**src/rtl/fd_pkg.sv**
```systemverilog
// Shared types for the sampled frequency discriminator.
// Assumes a two-bit verdict code that downstream search logic decodes.
package fd_pkg;

    typedef enum logic [1:0] {
        VERDICT_SAME = 2'b00,
        VERDICT_SLOW = 2'b01,
        VERDICT_FAST = 2'b10
    } verdict_t;

endpackage

```
**src/rtl/fd_sync.sv**
```systemverilog
// Multi-bit synchronizer: each bit gets its own chain of STAGES flops.
// Assumes every input bit is an independent asynchronous level and
// that STAGES is at least 2.
module fd_sync #(
    parameter int STAGES = 2,
    parameter int WIDTH  = 3
) (
    input  logic             clk,
    input  logic             rst_n,
    input  logic [WIDTH-1:0] din,
    output logic [WIDTH-1:0] dout
);

    localparam int LAST = STAGES - 1;

    for (genvar g = 0; g < WIDTH; g++) begin : g_bit
        logic [STAGES-1:0] chain;

        // Shift the raw level into the chain, oldest stage at the top.
        always_ff @(posedge clk) begin
            if (!rst_n) chain <= '0;
            else        chain <= {chain[STAGES-2:0], din[g]};
        end

        assign dout[g] = chain[LAST];
    end

endmodule

```
**src/rtl/fd_quad_decode.sv**
```systemverilog
// Samples the reference phases on divided-clock rising edges and decodes
// the four three-signal product terms into set (slower) and reset (faster)
// requests. The first sample after reset or clear only seeds history.
// Assumes all inputs are already synchronized to clk.
module fd_quad_decode (
    input  logic clk,
    input  logic rst_n,
    input  logic clr,
    input  logic div_lvl,
    input  logic ip_lvl,
    input  logic qp_lvl,
    output logic set_req,
    output logic rst_req
);

    logic div_prev;
    logic hist_q;
    logic seen_q;
    logic sample;
    logic a_s, b_s, c_s;
    logic [3:0] terms;

    assign sample = div_lvl & ~div_prev;
    assign a_s    = ip_lvl;
    assign b_s    = qp_lvl;
    assign c_s    = hist_q;

    // Product terms: [0],[1] request "slower", [2],[3] request "faster".
    always_comb begin
        terms[0] =  a_s & ~b_s &  c_s;
        terms[1] = ~a_s &  b_s & ~c_s;
        terms[2] =  a_s & ~b_s & ~c_s;
        terms[3] = ~a_s &  b_s &  c_s;
    end

    assign set_req = sample & seen_q & ~clr & (terms[0] | terms[1]);
    assign rst_req = sample & seen_q & ~clr & (terms[2] | terms[3]);

    // Track the divided-clock level for edge detection, independent of clear.
    always_ff @(posedge clk) begin
        if (!rst_n) div_prev <= 1'b0;
        else        div_prev <= div_lvl;
    end

    // Keep the previous in-phase sample and whether one has been taken.
    always_ff @(posedge clk) begin
        if (!rst_n || clr) begin
            hist_q <= 1'b0;
            seen_q <= 1'b0;
        end else if (sample) begin
            hist_q <= a_s;
            seen_q <= 1'b1;
        end
    end

    // set and reset requests never fire together.
    assert_requests_exclusive_R3: assert property (@(posedge clk) disable iff (!rst_n)
        !(set_req && rst_req));

    // the cycle after a clear can never produce a request.
    assert_clear_silences_R6: assert property (@(posedge clk) disable iff (!rst_n)
        clr |=> !(set_req || rst_req));

    // a request only follows a registered rise of the divided clock.
    assert_request_on_edge_R2: assert property (@(posedge clk) disable iff (!rst_n)
        (set_req || rst_req) |-> (div_lvl && !div_prev));

endmodule

```
**src/rtl/fd_window_timer.sv**
```systemverilog
// Counts synchronized reference rising edges while a slower/faster verdict
// is held and flags expiry when the programmed window is reached.
// Assumes win_len is changed only while the verdict is "same".
module fd_window_timer #(
    parameter int WIN_W          = 8,
    parameter int DEFAULT_WINDOW = 16
) (
    input  logic             clk,
    input  logic             rst_n,
    input  logic             clr,
    input  logic             ref_lvl,
    input  logic             restart,
    input  logic             armed,
    input  logic [WIN_W-1:0] win_len,
    output logic             expire
);

    localparam logic [WIN_W-1:0] DEF_LIMIT = WIN_W'(DEFAULT_WINDOW);

    logic             ref_prev;
    logic             tick;
    logic [WIN_W-1:0] cnt_q;
    logic [WIN_W-1:0] limit;
    logic [WIN_W:0]   cnt_inc;

    assign tick    = ref_lvl & ~ref_prev;
    assign limit   = (win_len == '0) ? DEF_LIMIT : win_len;
    assign cnt_inc = {1'b0, cnt_q} + 1'b1;
    assign expire  = armed & tick & ~restart & ~clr & (cnt_inc >= {1'b0, limit});

    // Remember the reference level for rising-edge detection.
    always_ff @(posedge clk) begin
        if (!rst_n) ref_prev <= 1'b0;
        else        ref_prev <= ref_lvl;
    end

    // Window counter: restart on clear, request, expiry or when disarmed.
    always_ff @(posedge clk) begin
        if (!rst_n)                                   cnt_q <= '0;
        else if (clr || restart || expire || !armed)  cnt_q <= '0;
        else if (tick)                                cnt_q <= cnt_inc[WIN_W-1:0];
    end

    // an expiry leaves the counter empty for the next window.
    assert_expire_restarts_R7: assert property (@(posedge clk) disable iff (!rst_n)
        expire |=> (cnt_q == '0));

    // a clear leaves the counter empty.
    assert_clear_restarts_R9: assert property (@(posedge clk) disable iff (!rst_n)
        clr |=> (cnt_q == '0));

endmodule

```
**src/rtl/fd_verdict_reg.sv**
```systemverilog
// JK-style verdict register: set request -> slower, reset request ->
// faster, window expiry -> same. Clear has top priority.
// Assumes set and reset requests are mutually exclusive.
module fd_verdict_reg
    import fd_pkg::*;
(
    input  logic     clk,
    input  logic     rst_n,
    input  logic     clr,
    input  logic     set_req,
    input  logic     rst_req,
    input  logic     expire,
    output verdict_t state,
    output logic     armed
);

    assign armed = (state != VERDICT_SAME);

    // Update the held verdict by priority: clear, requests, expiry.
    always_ff @(posedge clk) begin
        if (!rst_n || clr)  state <= VERDICT_SAME;
        else if (set_req)   state <= VERDICT_SLOW;
        else if (rst_req)   state <= VERDICT_FAST;
        else if (expire)    state <= VERDICT_SAME;
    end

    assert_clear_same_R1: assert property (@(posedge clk) disable iff (!rst_n)
        clr |=> (state == VERDICT_SAME));

    assert_set_slow_R3: assert property (@(posedge clk) disable iff (!rst_n)
        (set_req && !clr) |=> (state == VERDICT_SLOW));

    assert_reset_fast_R4: assert property (@(posedge clk) disable iff (!rst_n)
        (rst_req && !clr) |=> (state == VERDICT_FAST));

    assert_hold_R5: assert property (@(posedge clk) disable iff (!rst_n)
        (!clr && !set_req && !rst_req && !expire) |=> $stable(state));

    assert_legal_code_R1: assert property (@(posedge clk) disable iff (!rst_n)
        state != 2'b11);

endmodule

```
**src/rtl/sampled_freq_discriminator.sv**
```systemverilog
// Top level: synchronizes the reference phases and divided clock, decodes
// quadrant transitions into a held slower/faster verdict and times out
// to "same" when no transition is decoded within the window.
// Assumes clk is several times faster than every monitored signal.
module sampled_freq_discriminator
    import fd_pkg::*;
#(
    parameter int SYNC_STAGES    = 2,
    parameter int WIN_W          = 8,
    parameter int DEFAULT_WINDOW = 16
) (
    input  logic             clk,
    input  logic             rst_n,
    input  logic             clr,
    input  logic             ref_i,
    input  logic             ref_q,
    input  logic             div_clk,
    input  logic [WIN_W-1:0] win_len,
    output logic [1:0]       verdict
);

    localparam int N_IN = 3;

    logic [N_IN-1:0] raw_in;
    logic [N_IN-1:0] sync_in;
    logic            set_req, rst_req, expire, armed;
    verdict_t        state;

    assign raw_in = {div_clk, ref_q, ref_i};

    fd_sync #(.STAGES(SYNC_STAGES), .WIDTH(N_IN)) u_sync (
        .clk   (clk),
        .rst_n (rst_n),
        .din   (raw_in),
        .dout  (sync_in)
    );

    fd_quad_decode u_decode (
        .clk     (clk),
        .rst_n   (rst_n),
        .clr     (clr),
        .div_lvl (sync_in[2]),
        .ip_lvl  (sync_in[0]),
        .qp_lvl  (sync_in[1]),
        .set_req (set_req),
        .rst_req (rst_req)
    );

    fd_window_timer #(.WIN_W(WIN_W), .DEFAULT_WINDOW(DEFAULT_WINDOW)) u_window (
        .clk     (clk),
        .rst_n   (rst_n),
        .clr     (clr),
        .ref_lvl (sync_in[0]),
        .restart (set_req | rst_req),
        .armed   (armed),
        .win_len (win_len),
        .expire  (expire)
    );

    fd_verdict_reg u_verdict (
        .clk     (clk),
        .rst_n   (rst_n),
        .clr     (clr),
        .set_req (set_req),
        .rst_req (rst_req),
        .expire  (expire),
        .state   (state),
        .armed   (armed)
    );

    assign verdict = state;

endmodule

```
**config.mk**
```make
export PLATFORM = sky130hd
export DESIGN_NAME = sampled_freq_discriminator
export DESIGN_NICKNAME = d
export VERILOG_FILES = /design/src/rtl/fd_pkg.sv /design/src/rtl/fd_sync.sv /design/src/rtl/fd_quad_decode.sv /design/src/rtl/fd_window_timer.sv /design/src/rtl/fd_verdict_reg.sv /design/src/rtl/sampled_freq_discriminator.sv
export SDC_FILE = /design/constraint.sdc
export NUM_CORES = 1
export LEC_CHECK = 0
export ABC_AREA = 1
export BUFFER_PORTS_ARGS = -buffer_cell sky130_fd_sc_hd__buf_2
export CORE_MARGIN = 10
export CORE_UTILIZATION = 45
export DETAILED_ROUTE_END_ITERATION = 12
export HOLD_SLACK_MARGIN = 0.03
export PLACE_DENSITY = 0.62
export SLEW_MARGIN = 0
export SYNTH_ARGS = -nofsm -noshare
export SYNTH_HDL_FRONTEND = slang
export SYNTH_HIERARCHICAL = 1
export SYNTH_SLANG_ARGS = --single-unit
```
**constraint.sdc**
```tcl
create_clock -name clk -period 2.4 [get_ports clk]
set_input_delay 0.12 -clock clk [delete_from_list [all_inputs] [get_ports clk]]
set_output_delay 0.12 -clock clk [all_outputs]
set_load 0.005 [all_outputs]
```
==> results.md <==
* Area share of the largest cell type after synthesis at 0.332
* Setup WS post-layout at 0.261 ns
* Mux share of post-synthesis cell area at 0.0166
* Final Cycle Share at 0.891
* Initial antenna violation count at 0
* Ys async rst share at 0
* Sequential power share at 0.514
* Vias in the first global route at 904
* First-pass GRT wire length at ~3.7 mm
* Clk pin slew, worst setup/hold paths at ~0.11 ns
* Post-synthesis compound-gate area fraction at 0.0591
* Period minus WS final at 2.14 ns
* Most Crowded Layer GR: met2
* Htree depth at 1
* Peak supply drop at approximately 0.0006 V
* Yosys cell types at 28
* Post-synthesis adder-cell area fraction at 0.0934
* Net count after synthesis at between 150 and 200
* CP startpoint kind: flip-flop
* Post-Route WL at between 2 and 2.5 mm
* P_sw at 0.132 mW
* Most common cell after layout, fill and taps aside: nand2_1
* Switching portion of total power at 0.200
* Fin cells at 216
* Final hold violation count at 0
* P_leak at slightly above 0.7 nW
* DRC at 0
* WL/cell at 9.89 um
* Die area at about 5200 um2
* Clock share of power at 0.406
* GRT Total Usage at 0.0844
* FF+latch count, synth at 20
* # setup viols final at 0
* Yosys top cell by area: dfxtp_1
* Initial Util at 0.478
* Yosys warning count at 6
* Worst hold slack at 0.110 ns
* Worst Setup End Kind: flip-flop
* Post-place instance area at around 1300 um2
* Top achievable clock speed at around 470 MHz
* Starting DRC count in detailed routing at 49
* Hold Crit Class: in -> reg
* Worst slew margin at 0.772
* Met2 usage at 0.144
* Run status: completed
* Met3 usage at 0.0358
* Largest family of logic cells by synthesized area: simple AND/OR/NAND/NOR gates
* Largest buffer count on any clock path at 2
* Die Wd at 71.8 um
* Vias per cell at between 4 and 5
* Critical Path Fanout Max at 4
* WP data required at 2.63 ns
* Largest net degree at the start of global routing at 13
* Max-capacitance violation count at 0
* Met1 usage at 0.0970
* CP arrival at approximately 2.4 ns
* Clk_lat worst skew at approximately 0.29 ns
* Comb pwr share at 0.080
* Top Ports at 16
* Cell internal pwr at 0.531 mW
* Synthesized area per cell at roughly 7 um2
* Port Buffers at 15
* Inserted Diodes at 0
* CTS tree: done
* Pre-CTS setup slack at ~0.21 ns
* Core area at about 2500 um2
* Post-route cell area at 1380 um2
* PnR Total Power at about 0.66 mW
* Root Driver: clkbuf_4
* Total number of vias at 970
* Final slew viol count at 0
* Site row count at 18
* Post-Synth XOR/XNOR Area at 0.0571
* Post-DRT Antenna Nets at 0
* Prevailing post-synth register cell: dfxtp_1
* Post-layout net count at 210
* Slew @ Worst Pin at approximately 0.34 ns
* Most frequent cells in the layout: 41 x nand2_1, 38 x inv_1, 18 x dfxtp_1
* Gate Count Post-Synth at between 150 and 200
* Placed Instances at 209
* CP Class: reg -> reg
* Layout cell share with drive strength beyond 1 at 0.210
* CTS Buf Count at 3
* Drt pass-1 iters at 4
* Seq/Total Area, Yosys at 0.332
* Post-synth EDFFs at 0
* GRT Residual Overflow at 0
* Synth area leaders: dfxtp_1 33%, nand2_1 13%, inv_1 12%
* Mapped cell area at about 1200 um2
* Hpwl dp at about 1.8 mm
* Simple logic cell fraction of the synthesized area at 0.298
* Clk sinks at 20
* Pwr dens at between 400 and 500 nW/um2
* Postcts setup bufs at 0
* Clk_skew at approximately 0.0033 ns
* Syn-to-layout area delta at 14.7%
* Die H at 71.8 um
* Gpl congestion at between 0.7 and 0.8
[Yosys cell counts (2+ instances only)]
| cell | instances |
|---|---|
| a21oi_1 | 3 |
| nand3_2 | 2 |
| nor2_4 | 3 |
| nand2_2 | 3 |
| inv_1 | 38 |
| buf_4 | 3 |
| nor2_1 | 15 |
| dfxtp_1 | 20 |
| ha_1 | 9 |
| nand3_1 | 2 |
| mux2i_1 | 2 |
| nand2_1 | 41 |
| nor2_2 | 5 |
| o21ai_1 | 3 |
| xor2_1 | 5 |
| o21ai_0 | 2 |
[logic make-up after synthesis]
group           count (synthesis)
compound gates                 12
xor+xnor                        7
fa+ha+maj                       9
buf+inv                        43
flops                          20
mux                             2
simple gates                   75
[area by class of cell]
class                           instances  area [um2]
Clock buffer                            3        22.5
Clock inverter                          1        30.0
Fill cell                             250        1140
Inverter                               39         146
Multi-Input combinational cell        105         639
Sequential cell                        20         403
Tap cell                               30        37.5
Timing Repair Buffer                   18         105
[repair_timing]
action	in CTS	in global routing
gates resized for setup	0	3
hold endpoints to repair	3	0
setup endpoints to repair	0	2
hold buffers	3	0
[power groups by stage]
stage | logic (mW) | clock network (mW) | registers [mW]
floorplan | 0.0340 | 0 | 0.347
detailed placement | 0.0492 | 0 | 0.349
global route | 0.0618 | 0.296 | 0.342
CTS | 0.0533 | 0.277 | 0.341
global placement | 0.0475 | 0 | 0.349
finish | 0.0529 | 0.269 | 0.341
[routing by layer]
metal	vias to the layer above	wire length (um)
met2	17	1040
li1	532	-
met4	0	9
met3	2	113
met5	-	0
met1	419	975
[flip-flops by register name, indices dropped and copies added (netlist names)]
name	count
u_decode/c_s	1
u_sync/g_bit.chain	6
u_window/cnt_q	8
u_decode/seen_q	1
u_window/ref_prev	1
u_verdict/state	2
u_decode/div_prev	1
[per-stage QoR]
step / TNS, ns / util
final: 0 / 0.549
after global routing: -0.0335 / 0.549
after CTS: 0 / 0.545
after detailed placement: 0 / 0.512
after global placement: 0 / 0.512
after floorplan: 0 / -
[worst max-delay path, stage by stage (launching register included)]
cell,delay [ns]
dfxtp_2,0.38
ha_1,0.20
nand3_2,0.14
xor2_2,0.19
ha_1,0.31
nand2_1,0.08
inv_1,0.04
nand2_1,0.05
nand3_1,0.07
nand2_1,0.06
nand2_1,0.04
nand2_1,0.05
nand2_1,0.06
nand2_2,0.09
inv_1,0.05
nor2_1,0.08
nand2_1,0.07
a21oi_2,0.12
[worst paths after layout]
path	depth (start not counted)	from	slack (ns)	endpoint
worst max-delay path	17	u_window/cnt_q[0]$_SDFFE_PP0P_	0.26	u_verdict/state[0]$_SDFFE_PP0P_
worst min register to register	2	u_sync/g_bit[1].chain[0]$_SDFF_PN0_	0.42	u_sync/g_bit[1].chain[1]$_SDFF_PN0_
worst max register to register	17	u_window/cnt_q[0]$_SDFFE_PP0P_	0.26	u_verdict/state[0]$_SDFFE_PP0P_
worst min-delay path	4	clr	0.11	u_decode/c_s$_SDFFE_PP0P_
No activity file was read; power rests on OpenSTA's default activity.
